--- config.mk ---
export PLATFORM = sky130hd
export DESIGN_NAME = tick_chan_gen
export DESIGN_NICKNAME = d
export VERILOG_FILES = /design/src/rtl/tick_pkg.sv /design/src/rtl/shared_prescaler.sv /design/src/rtl/chan_postdiv.sv /design/src/rtl/tick_chan_gen.sv
export SDC_FILE = /design/constraint.sdc
export NUM_CORES = 1
export LEC_CHECK = 0
export CAP_MARGIN = 0
export CORE_MARGIN = 2
export CORE_UTILIZATION = 51
export DETAILED_ROUTE_END_ITERATION = 7
export PLACE_DENSITY = 0.72
export SYNTH_ARGS = -nofsm -noshare
export SYNTH_HDL_FRONTEND = slang
export SYNTH_SLANG_ARGS = --single-unit
--- constraint.sdc ---
create_clock -name clk -period 3.55 [get_ports clk]
set_input_delay 0.71 -clock clk [delete_from_list [all_inputs] [get_ports clk]]
set_output_delay 0.71 -clock clk [all_outputs]
set_load 0.1 [all_outputs]
--- src/rtl/tick_pkg.sv ---
package tick_pkg;
  localparam int PSC_W      = 8;
  localparam int SEL_W      = 3;
  localparam int N_PAIRS    = 3;
  localparam int FULL_MAX   = 4;
  localparam int SHORT_MAX  = 3;
  localparam int SHORT_FROM = 4;
endpackage

--- src/rtl/shared_prescaler.sv ---
module shared_prescaler #(
  parameter int W = 8
) (
  input  logic         clk,
  input  logic         rst_ni,
  input  logic [W-1:0] psc_i,
  output logic         pre_tick_o,
  output logic         restart_o
);
  logic [W-1:0] pc_q, pc_d;
  logic [W-1:0] psc_q;

  always_comb begin
    restart_o  = (psc_i != psc_q);
    pre_tick_o = (pc_q == psc_q) && !restart_o;
    if (restart_o)             pc_d = '0;
    else if (pc_q == psc_q)    pc_d = '0;
    else                       pc_d = pc_q + W'(1);
  end

  always_ff @(posedge clk or negedge rst_ni) begin
    if (!rst_ni) begin
      pc_q  <= '0;
      psc_q <= '0;
    end else begin
      pc_q  <= pc_d;
      psc_q <= psc_i;
    end
  end

  // a new prescale value restarts the count from zero
  assert_restart_clears_R7: assert property (@(posedge clk) disable iff (!rst_ni)
    restart_o |=> (pc_q == '0));
  // the count never passes the registered terminal value
  assert_count_bounded_R2: assert property (@(posedge clk) disable iff (!rst_ni)
    pc_q <= psc_q);
endmodule

--- src/rtl/chan_postdiv.sv ---
module chan_postdiv #(
  parameter int SEL_W    = 3,
  parameter int MAX_CODE = 4,
  parameter int CW       = 5
) (
  input  logic             clk,
  input  logic             rst_ni,
  input  logic             pre_tick_i,
  input  logic             restart_i,
  input  logic [SEL_W-1:0] sel_i,
  output logic             tick_o
);
  logic [SEL_W-1:0] sel_q;
  logic [SEL_W-1:0] eff;
  logic [CW:0]      lim_w;
  logic [CW-1:0]    lim;
  logic [CW-1:0]    dc_q, dc_d;
  logic             sel_chg;

  always_comb begin
    eff     = (sel_q > SEL_W'(MAX_CODE)) ? SEL_W'(MAX_CODE) : sel_q;
    lim_w   = ((CW+1)'(1) << (eff + SEL_W'(1))) - (CW+1)'(1);
    lim     = lim_w[CW-1:0];
    sel_chg = (sel_i != sel_q);
    tick_o  = pre_tick_i && !sel_chg && (dc_q == lim);
    if (restart_i || sel_chg)  dc_d = '0;
    else if (pre_tick_i)       dc_d = (dc_q == lim) ? '0 : dc_q + CW'(1);
    else                       dc_d = dc_q;
  end

  always_ff @(posedge clk or negedge rst_ni) begin
    if (!rst_ni) begin
      dc_q  <= '0;
      sel_q <= '0;
    end else begin
      dc_q  <= dc_d;
      sel_q <= sel_i;
    end
  end

  // a strobe never lasts more than one cycle
  assert_tick_single_R6: assert property (@(posedge clk) disable iff (!rst_ni)
    tick_o |=> !tick_o);
  // a prescaler restart or new select clears the divider
  assert_restart_zero_R3: assert property (@(posedge clk) disable iff (!rst_ni)
    (restart_i || sel_chg) |=> (dc_q == '0));
  // the divider count stays below the selected ratio
  assert_count_in_range_R4: assert property (@(posedge clk) disable iff (!rst_ni)
    dc_q <= lim);
endmodule

--- src/rtl/tick_chan_gen.sv ---
module tick_chan_gen
  import tick_pkg::*;
#(
  parameter int PSC_WIDTH  = PSC_W,
  parameter int SEL_WIDTH  = SEL_W,
  parameter int PAIRS      = N_PAIRS,
  parameter int FULL_CODE  = FULL_MAX,
  parameter int SHORT_CODE = SHORT_MAX,
  parameter int SHORT_CH   = SHORT_FROM
) (
  input  logic                         clk,
  input  logic                         rst_n,
  input  logic [PAIRS*PSC_WIDTH-1:0]   psc_cfg,
  input  logic [2*PAIRS*SEL_WIDTH-1:0] div_sel,
  output logic [2*PAIRS-1:0]           tick
);
  localparam int N_CH = 2 * PAIRS;
  localparam int CW   = FULL_CODE + 1;

  logic rst_s1, rst_s2;
  logic [PAIRS-1:0] pre_tick, restart;

  always_ff @(posedge clk or negedge rst_n) begin
    if (!rst_n) begin
      rst_s1 <= 1'b0;
      rst_s2 <= 1'b0;
    end else begin
      rst_s1 <= 1'b1;
      rst_s2 <= rst_s1;
    end
  end

  for (genvar p = 0; p < PAIRS; p++) begin : g_pair
    shared_prescaler #(.W(PSC_WIDTH)) u_psc (
      .clk        (clk),
      .rst_ni     (rst_s2),
      .psc_i      (psc_cfg[p*PSC_WIDTH +: PSC_WIDTH]),
      .pre_tick_o (pre_tick[p]),
      .restart_o  (restart[p])
    );
  end

  for (genvar c = 0; c < N_CH; c++) begin : g_chan
    localparam int MAXC = (c >= SHORT_CH) ? SHORT_CODE : FULL_CODE;
    chan_postdiv #(.SEL_W(SEL_WIDTH), .MAX_CODE(MAXC), .CW(CW)) u_div (
      .clk        (clk),
      .rst_ni     (rst_s2),
      .pre_tick_i (pre_tick[c/2]),
      .restart_i  (restart[c/2]),
      .sel_i      (div_sel[c*SEL_WIDTH +: SEL_WIDTH]),
      .tick_o     (tick[c])
    );
  end

  // no strobe while the synchronized reset is held
  always @(posedge clk) begin
    if (!rst_s2) begin
      assert_quiet_in_reset_R1: assert (tick == '0);
    end
  end
endmodule

==> impl_metrics.ini, run 1 <==
[pwr]
power_per_cell_area_nw_per_um2 = 335
totalPowerFinal_mw = 2.17
power.ir.vdd_worst_mv = 0.294
p_leak_nw = 2.55

[clocking]
cts-root-to-sink-buffers = 2
cts_made_buffers = 9
cts.sink_count = 98
clock_tree.root_cell = clkbuf_8
cts_tree = done
insertion_delay_ns = 0.37
cts_htree_levels = 3
clkSlewWorstSetupHoldPaths_ns = 0.09

[cells_and_area]
design.final.nets = 648
final_cells = 726
final_cell_area_um2 = 6470
area_growth_pct = 20.3
filler_cells = 838
layout_cell_share_with_drive_strength_beyond_1_pct = 12.7
final_antenna_diode_count = 0

[placement]
port_buffers = 49
cells_after_dpl = 700
gpl.final_weighted_congestion = 0.834
dpl_cell_area_um2 = 6100
dp_hpwl_mm = 7.45

[detailed_routing]
drt_first_pass_iters = 4
antenna_violating_nets_post_route = 0
drt-total-wl_mm = 10.5
post_drt_wl_per_cell_um = 14.5
detailedRoute.firstIterationViolations = 176
vias = 3959
detail_route.drc_violations = 0
drt-vias-per-instance = 5.45

[sta]
maxClockFrequency_ghz = 0.287
final-hold-violation-count = 0
final_setup_violation_count = 0
timing_max_transition_violations_final = 0
clock-skew-final_ns = 0.0136
post-route-min-period_ns = 3.48
period_share_pct = 98.0
timing.hold.ws_ns = 0.365
least_margin_pin_slew_ns = 1.02
rsz0062_at_grt = yes
worst_slew_margin_rel_pct = 31.9

[hold_path]
hold_class = reg -> reg
min_path_cells = 0
hold_path.startpoint = rst_s1
endpoint_worst_hold = rst_s2

[global_route]
grt_first_pass_wirelength_mm = 18.3
track_usage_pct = 19.7
antenna_found_initial = 0
grt_pass1_vias = 3934
gr-total-overflow = 0
pin_count_of_the_biggest_net_entering_global_routing = 82

[critical_path]
rr_endpoint = g_chan[0].u_div.dc_q[2]
crit-reg2reg-launch = g_chan[0].u_div.sel_q[2]
worst-setup-path-type = reg -> out
r2r_slack_ns = 1.16
worstSetupEndpointType = output pin
worst-path-max-fanout = 6
worst_ep_required_time_ns = 2.84
worst_setup_path_start_kind = register
r2r_cells = 10
critPathArrivalTime_ns = 2.77

[logic_synthesis]
yosysUniqueCellTypes = 45
yosys_warnings = 0
syn-mean-instance-area_um2 = 10.5
ys_seq_elements = 98
netlist_instances = 515
async_reset_ff_share_pct = 100
synth_seq_area_share_pct = 45.5
synth_top_flop_cell = dfrtp_1
syn_area_um2 = 5380
synth-edff-count = 0

[status]
status = complete, no violations

[floorplanning]
start_util_pct = 52.4
die_area_um2 = 11400
die_width_um = 107
floorplan.core_area_um2 = 10300
num_rows = 37
floorplan.io_pins = 50
fp.dieH_um = 107

[run]
cap_viol_max_count = 0
-- worst max-delay path by stage --
| stage | startpoint | endpoint | slack (ns) | cells after the start |
|---|---|---|---|---|
| after global routing | g_chan[0].u_div.sel_q[2] | tick[0] | -0.04 | 9 |
| after CTS | g_chan[0].u_div.sel_q[2] | tick[0] | 0.002 | 9 |
| after floorplan | g_chan[3].u_div.sel_q[2] | tick[3] | 0.29 | 10 |
| after global placement | psc_cfg[2] | tick[1] | 0.27 | 8 |
| final | g_chan[0].u_div.sel_q[2] | tick[0] | 0.07 | 9 |
| after detailed placement | g_chan[0].u_div.sel_q[2] | tick[0] | 0.20 | 9 |
-- worst max-delay path, stage by stage, from the launching register on --
cell	delay (ns)
dfrtp_2	0.47
inv_2	0.08
and3_4	0.20
ha_4	0.21
o21bai_1	0.16
ha_1	0.33
xor2_2	0.18
o2111ai_4	0.19
nor4_4	0.37
buf_12	0.22
-- Yosys cell counts, types with 5 or more instances --
| cell type | n | share of area [%] |
|---|---|---|
| a21oi_1 | 25 | 2.3 |
| a31oi_1 | 8 | 0.93 |
| and2_1 | 8 | 0.93 |
| and3_1 | 10 | 1.2 |
| buf_4 | 6 | 0.84 |
| clkbuf_1 | 5 | 0.35 |
| dfrtp_1 | 98 | 46 |
| ha_1 | 19 | 4.4 |
| inv_1 | 8 | 0.56 |
| nand2_1 | 31 | 2.2 |
| nand3_1 | 29 | 2.7 |
| nand4_1 | 16 | 1.9 |
| nor2_1 | 43 | 3.0 |
| nor3_1 | 6 | 0.56 |
| nor4_1 | 12 | 1.4 |
| o211ai_1 | 8 | 1.1 |
| o22ai_1 | 10 | 1.2 |
| xnor2_1 | 89 | 14 |
| xor2_1 | 27 | 4.4 |
-- timing repair --
item	4_1_cts	5_1_grt
hold buffers	0	0
gates cloned	0	0
hold endpoints to repair	0	0
resized for setup	2	13
endpoints found under the setup margin	2	6
pin swaps	3	4
buffers inserted	1	9
-- per-layer routing --
metal	track usage, %	routed length, um
met5	0	0
met1	26.7	4870
met2	32.3	5220
met3	4.38	329
met4	4.64	107
-- cells in the final DEF, fill, tap and decap left out, drive strengths merged --
master         instances
buf                   25
inv                   12
dfrtp                 98
a21oi                 25
nand4                 20
clkbuf                10
o211ai                 8
nor3                   6
and3                  14
or2                    3
xnor2                 91
o21a                   4
o2111ai                4
and2                   8
o21bai                 4
nand3b                 2
o21ai                  2
a32oi                  1
nand4b                 2
a211o                  2
xor2                  27
o31ai                  4
bufinv                 1
nor2b                  4
clkinv                 1
ha                    19
nor2                  44
or3                    4
conb                   5
and4bb                 1
nor4                  14
nand3                 29
nand2                 31
nor3b                  4
clkdlybuf4s50         43
o22ai                 10
a31oi                  8
-- cell families after synthesis --
logic type | count (synthesis) | synth area share (%)
simple gates | 186 | 18.7
xor+xnor | 118 | 19.5
flops | 98 | 45.5
compound gates | 72 | 9.60
buf+inv | 21 | 2.16
fa+ha+maj | 19 | 4.42
other cells | 1 | 0.0697
-- final cells by class --
cell class | instances | area, um^2 | area share [%]
clock buffers | 10 | 138 | 2.13
clock inverters | 6 | 70.1 | 1.08
inverters | 8 | 30.0 | 0.464
multi-input cells | 400 | 2910 | 45.0
flip-flops and latches | 98 | 2460 | 38.0
well taps | 136 | 170 | 2.63
repair buffers | 68 | 693 | 10.7
-- power breakdown --
group	internal [mW]	switching (mW)
clock network	0.354	0.406
registers	1.14	0.0490
logic	0.125	0.0957
-- through the flow --
step / TNS (ns) / util, % / setup slack, ns
3_3_place_gp: 0 / 59.4 / 0.266
5_1_grt: -0.0656 / 63.0 / -0.0444
2_1_floorplan: 0 / - / 0.288
4_1_cts: 0 / 61.6 / 0.00205
6_report: 0 / 63.0 / 0.0717
3_5_place_dp: 0 / 59.4 / 0.199
-- registers in the layout, summed over array words and instances, names as in the netlist --
name                flops
g_pair.u_psc.psc_q     24
rst_s1                  1
rst_s2                  1
g_pair.u_psc.pc_q      24
g_chan.u_div.dc_q      30
g_chan.u_div.sel_q     18
Power figures use the tool's default switching activity.
==> inputs of run 2 (changes only) <==
--- a/config.mk
+++ b/config.mk
@@ -10,6 +10,8 @@
 export CORE_UTILIZATION = 51
 export DETAILED_ROUTE_END_ITERATION = 7
 export PLACE_DENSITY = 0.72
+export SETUP_SLACK_MARGIN = 0.15
 export SYNTH_ARGS = -nofsm -noshare
 export SYNTH_HDL_FRONTEND = slang
 export SYNTH_SLANG_ARGS = --single-unit
+export TNS_END_PERCENT = 30
==> run 2 against run 1 <==
Utilization is 1.1 points higher. Combinational power increased by 7%. Via count grew 1.1%. Clock skew grew 0.0042 ns. Sequential power about the same. Sequential share of layout area decreased by 0.63 points. Critical path depth shrank 1. Non-clock buffer count increased by 7. Die area did not move.
==> impl_metrics.ini, run 2 (synthesis results as in run 1) <==
[critical_path]
critPathArrivalTime_ns = 2.62
maximum_cell_stage_delay_along_the_critical_path_ns = 0.49
worstSetupEndpointType = output pin
timing.critical_path.slowest_stage_cell = clkdlybuf4s50_1
crit_chain = clkdlybuf4s50_1 -> xnor2_1 -> nand4_1 -> nor2_4 -> nand4_1 -> nor4_2 -> buf_4 -> buf_12
cpMostUsedCell = nand4_1
gate_family_responsible_for_the_most_delay_along_the_worst_path = simple AND/OR/NAND/NOR gates
worst-path-max-fanout = 5
worst-setup-path-type = in -> out
worst_ep_required_time_ns = 2.84
worst_setup_path_start_kind = input port
worstPathBufferInverterCount = 3

[cells_and_area]
largest_reg_flops = 30
multiInputGateArea_um2 = 2970
filler_cells = 815
final_core_utilization_pct = 64.1
layout_common_cells = dfrtp_1 (92), xnor2_1 (85), clkdlybuf4s50_1 (42), nor2_1 (41), nand2_1 (31)
design.final.nets = 655
sequential_cell_area_um2 = 2460
largest_registers = g_chan.u_div.dc_q: 30 flops, g_pair.u_psc.pc_q: 24 flops, g_pair.u_psc.psc_q: 24 flops
largest_register = g_chan.u_div.dc_q
layout_commonest_cell = dfrtp_1
area_growth_pct = 22.4
layout_cell_share_with_drive_strength_beyond_1_pct = 15.6
final_antenna_diode_count = 0

[sta]
finalSetupTns_ns = 0
final_setup_violation_count = 0
least_margin_pin_slew_ns = 1.02
final-hold-violation-count = 0
period_share_pct = 93.8
clock-skew-final_ns = 0.0178
post-route-min-period_ns = 3.33
final_critical_path_setup_slack_ns = 0.219
maxClockFrequency_ghz = 0.300
worst_slew_margin_rel_pct = 32.3
rsz0062_at_grt = yes
timing_max_transition_violations_final = 0

[clocking]
cts_htree_levels = 3
insertion_delay_ns = 0.37
cts_hold_buffers = 0
cts-root-to-sink-buffers = 2
clkSlewWorstSetupHoldPaths_ns = 0.09
cts_tree = done
clock_tree.root_cell = clkbuf_8
cts_made_buffers = 9
cts.sink_count = 98

[floorplanning]
num_rows = 37
fp.dieH_um = 107
die_width_um = 107
start_util_pct = 52.4
die_area_um2 = 11400
floorplan.io_pins = 50
floorplan.core_area_um2 = 10300

[global_route]
grt_first_pass_wirelength_mm = 18.4
track_usage_pct = 19.8
antenna_found_initial = 0
grt_pass1_vias = 3974
pin_count_of_the_biggest_net_entering_global_routing = 82
gr-total-overflow = 0

[detailed_routing]
antenna_violating_nets_post_route = 0
vias = 4004
drt-vias-per-instance = 5.46
detail_route.drc_violations = 0
post_drt_wl_per_cell_um = 14.8
detailedRoute.firstIterationViolations = 197
drt_first_pass_iters = 4
drt-total-wl_mm = 10.8

[placement]
dpl_worst_slack_ns = 0.199
port_buffers = 49
gpl.final_weighted_congestion = 0.834
dp_hpwl_mm = 7.45

[pwr]
power_per_cell_area_nw_per_um2 = 332
p_leak_nw = 2.63
power.ir.vdd_worst_mv = 0.293

[status]
status = complete, no violations

[run]
cap_viol_max_count = 0

[hold_path]
hold_class = reg -> reg
## run 2: area by class of cell
| class | count | area share (%) |
|---|---|---|
| multi-input cells | 400 | 45.1 |
| flip-flops and latches | 98 | 37.4 |
| repair buffers | 75 | 11.4 |
| well taps | 136 | 2.58 |
| clock buffers | 10 | 2.09 |
| clock inverters | 6 | 1.06 |
| inverters | 8 | 0.456 |
## run 2: path summary, 6_finish.rpt
kind / start / endpoint / cells past startpoint / slack, ns
worst max-delay path: psc_cfg[6] / tick[1] / 8 / 0.22
max in group asynchronous: rst_s2 / g_chan[5].u_div.dc_q[1] / 1 / 2.23
min in group asynchronous: rst_n / rst_s2 / 1 / 0.49
worst min-delay path: rst_s1 / rst_s2 / 0 / 0.37
worst min register to register: rst_s1 / rst_s2 / 0 / 0.37
worst max register to register: g_chan[0].u_div.sel_q[0] / g_chan[0].u_div.dc_q[2] / 10 / 1.14
## run 2: through the flow
step	hold WS (ns)	power [mW]	instances	area, um^2
floorplan	0.331	1.33	519	5400
global placement	0.339	1.42	700	6100
detailed placement	0.336	1.42	700	6100
CTS	0.369	2.20	720	6380
global route	0.379	2.30	733	6590
finish	0.365	2.19	733	6590
## run 2: where the power goes
part,internal [mW],switching [mW],leakage (nW)
Combinational,0.133,0.104,1.26
Clock,0.354,0.409,0.108
Sequential,1.14,0.0462,1.26
## run 2: metal layers
layer  part of all wire [%]  track usage, %  vias up
li1                       -               -     1970
met1                     46            26.6     1970
met2                     50            32.8       51
met3                    2.9            4.50       13
met4                    1.1            4.82        0
met5                      0               0        -
## run 2: worst reg2reg max path, stage by stage, from the launching register on
cell	delay, ns
dfrtp_2	0.44
and3_4	0.20
ha_4	0.24
o21bai_4	0.18
ha_4	0.26
xor2_1	0.17
o2111ai_2	0.17
buf_4	0.18
buf_4	0.14
o22ai_1	0.21
a21oi_1	0.10
## run 2: what timing repair did
action	4_1_cts	5_1_grt
endpoints found under the setup margin	5	6
pin swaps	4	13
setup buffers	4	13
resized for setup	8	20
==> inputs of run 3 (changes only) <==
--- a/config.mk
+++ b/config.mk
@@ -10,6 +10,7 @@
 export CORE_UTILIZATION = 51
 export DETAILED_ROUTE_END_ITERATION = 7
 export PLACE_DENSITY = 0.72
+export REMOVE_ABC_BUFFERS = 1
 export SETUP_SLACK_MARGIN = 0.15
 export SYNTH_ARGS = -nofsm -noshare
 export SYNTH_HDL_FRONTEND = slang
==> run 3 against run 2 <==
Register-to-register slack improved by 0.10 ns. Worst hold slack got worse by 0.029 ns. Count of clock-buffer cells in the layout increased by 3. Design area decreased by 0.97%. Worst setup slack improved by 0.0080 ns. First-iteration DRC count increased by 39%. Power decreased by 3.6%. Global-route usage decreased by 0.15 points. Sequential power about the same.
==> impl_metrics.ini, run 3 (synthesis results as in run 1) <==
[status]
status = complete, no violations

[cells_and_area]
final_antenna_diode_count = 0
layout_common_cells = dfrtp_1 (94), xnor2_1 (87), clkdlybuf4s50_1 (43), nor2_1 (42), nand2_1 (31)
layout_commonest_cell = dfrtp_1
largest_register = g_chan.u_div.dc_q
layout_cell_share_with_drive_strength_beyond_1_pct = 13.9
largest_registers = g_chan.u_div.dc_q: 30 flops, g_pair.u_psc.pc_q: 24 flops, g_pair.u_psc.psc_q: 24 flops
largest_reg_flops = 30
design.final.nets = 650
final_core_utilization_pct = 63.5
area_growth_pct = 21.2

[critical_path]
crit-reg2reg-launch = g_chan[4].u_div.sel_q[1]
worst_ep_required_time_ns = 2.84
rr_endpoint = g_chan[4].u_div.dc_q[2]
worst_setup_path_start_kind = register
worst-setup-path-type = reg -> out
worstPathBufferInverterCount = 2
gate_family_responsible_for_the_most_delay_along_the_worst_path = simple AND/OR/NAND/NOR gates
r2r_slack_ns = 1.24
worstSetupStartpoint = g_chan[0].u_div.sel_q[2]
crit_chain = inv_2 -> and3_4 -> ha_4 -> o21bai_4 -> ha_4 -> xor2_2 -> o2111ai_2 -> nor4_4 -> buf_12
r2r_cells = 7
critPathArrivalTime_ns = 2.61
worstSetupEndpointType = output pin
maximum_cell_stage_delay_along_the_critical_path_ns = 0.44
timing.critical_path.slowest_stage_cell = dfrtp_2
cpMostUsedCell = ha_4
worst-path-max-fanout = 5

[detailed_routing]
post_drt_wl_per_cell_um = 14.9
antenna_violating_nets_post_route = 0
drt-vias-per-instance = 5.41
drt-total-wl_mm = 10.9
detail_route.drc_violations = 0
drt_first_pass_iters = 4
detailedRoute.firstIterationViolations = 273
vias = 3938

[floorplanning]
floorplan.core_area_um2 = 10300
start_util_pct = 52.4
floorplan.io_pins = 50
die_area_um2 = 11400
num_rows = 37
die_width_um = 107
fp.dieH_um = 107

[placement]
dp_hpwl_mm = 7.73
dpl_worst_slack_ns = 0.176
gpl.final_weighted_congestion = 0.859
port_buffers = 49

[sta]
post-route-min-period_ns = 3.32
worst_slew_margin_rel_pct = 58.8
least_margin_pin_slew_ns = 0.613
rsz0062_at_grt = yes
timing_max_transition_violations_final = 0
clock-skew-final_ns = 0.0116
maxClockFrequency_ghz = 0.301
final-hold-violation-count = 0
final_setup_violation_count = 0
period_share_pct = 93.6
final_critical_path_setup_slack_ns = 0.227
finalSetupTns_ns = 0

[clocking]
cts_made_buffers = 9
clkSlewWorstSetupHoldPaths_ns = 0.09
cts.sink_count = 98
clock_tree.root_cell = clkbuf_8
cts-root-to-sink-buffers = 2
insertion_delay_ns = 0.37
cts_htree_levels = 3
cts_tree = done

[pwr]
totalPowerFinal_mw = 2.11
p_leak_nw = 2.57
power.ir.vdd_worst_mv = 0.295
power_per_cell_area_nw_per_um2 = 323

[global_route]
antenna_found_initial = 0
track_usage_pct = 19.7
pin_count_of_the_biggest_net_entering_global_routing = 44
grt_first_pass_wirelength_mm = 18.1
gr-total-overflow = 0
grt_pass1_vias = 4018

[hold_path]
hold_class = reg -> async

[run]
cap_viol_max_count = 0
[run 3: cell types whose count changed in the layout (fill, tap and decap cells not counted), sizes merged]
cell           delta
buf               -5
inv               -4
clkbuf            +3
clkdlybuf4s50     +1
clkinv            +1
dlymetal6s2s      -1
[run 3: report_power, final]
| group | switching (mW) | leakage, nW | internal, mW |
|---|---|---|---|
| registers | 0.0397 | 1.26 | 1.14 |
| logic | 0.110 | 1.21 | 0.133 |
| clock network | 0.360 | 0.0914 | 0.325 |
| total | 0.510 | 2.57 | 1.60 |
[run 3: stage by stage]
| step | area (um^2) | std cells | hold slack [ns] |
|---|---|---|---|
| CTS | 6360 | 722 | 0.360 |
| global placement | 6130 | 703 | 0.343 |
| global route | 6530 | 728 | 0.379 |
| finish | 6530 | 728 | 0.336 |
| detailed placement | 6130 | 703 | 0.342 |
| floorplan | 5310 | 506 | 0.331 |
[run 3: worst max path at each step]
stage / cells after the start / endpoint / slack, ns
floorplan: 8 / tick[3] / -1.94
global placement: 8 / tick[3] / 0.25
detailed placement: 9 / tick[0] / 0.18
CTS: 9 / tick[3] / 0.09
global route: 8 / tick[1] / 0.05
finish: 9 / tick[0] / 0.23
[run 3: area by class of cell]
type | count | area, um^2
Clock buffer | 13 | 139
Clock inverter | 3 | 40.0
Fill cell | 849 | 3750
Inverter | 8 | 30.0
Multi-Input combinational cell | 400 | 2980
Sequential cell | 98 | 2460
Tap cell | 136 | 170
Timing Repair Buffer | 70 | 708
[run 3: repair_timing]
action                     CTS  global route
pin swaps                    3             7
buffers inserted             3             6
resized for setup            6            20
setup endpoints to repair    4             6
hold buffers                 0             0
[run 3: per-layer routing]
metal / wire, um / global-route usage [%] / part of all wire (%) / up-vias
li1: - / - / - / 1948
met1: 4960 / 24.7 / 46 / 1898
met2: 5360 / 33.5 / 49 / 81
met3: 419 / 5.65 / 3.9 / 11
met4: 120 / 5.10 / 1.1 / 0
met5: 0 / 0 / 0 / -
[run 3: worst register-to-register path, cell delays in order, from the launching register on]
cell	delay (ns)
dfrtp_1	0.47
or3_1	0.38
ha_1	0.23
a211o_1	0.31
and3_4	0.20
o2111ai_4	0.33
nand4b_1	0.14
a31oi_1	0.18
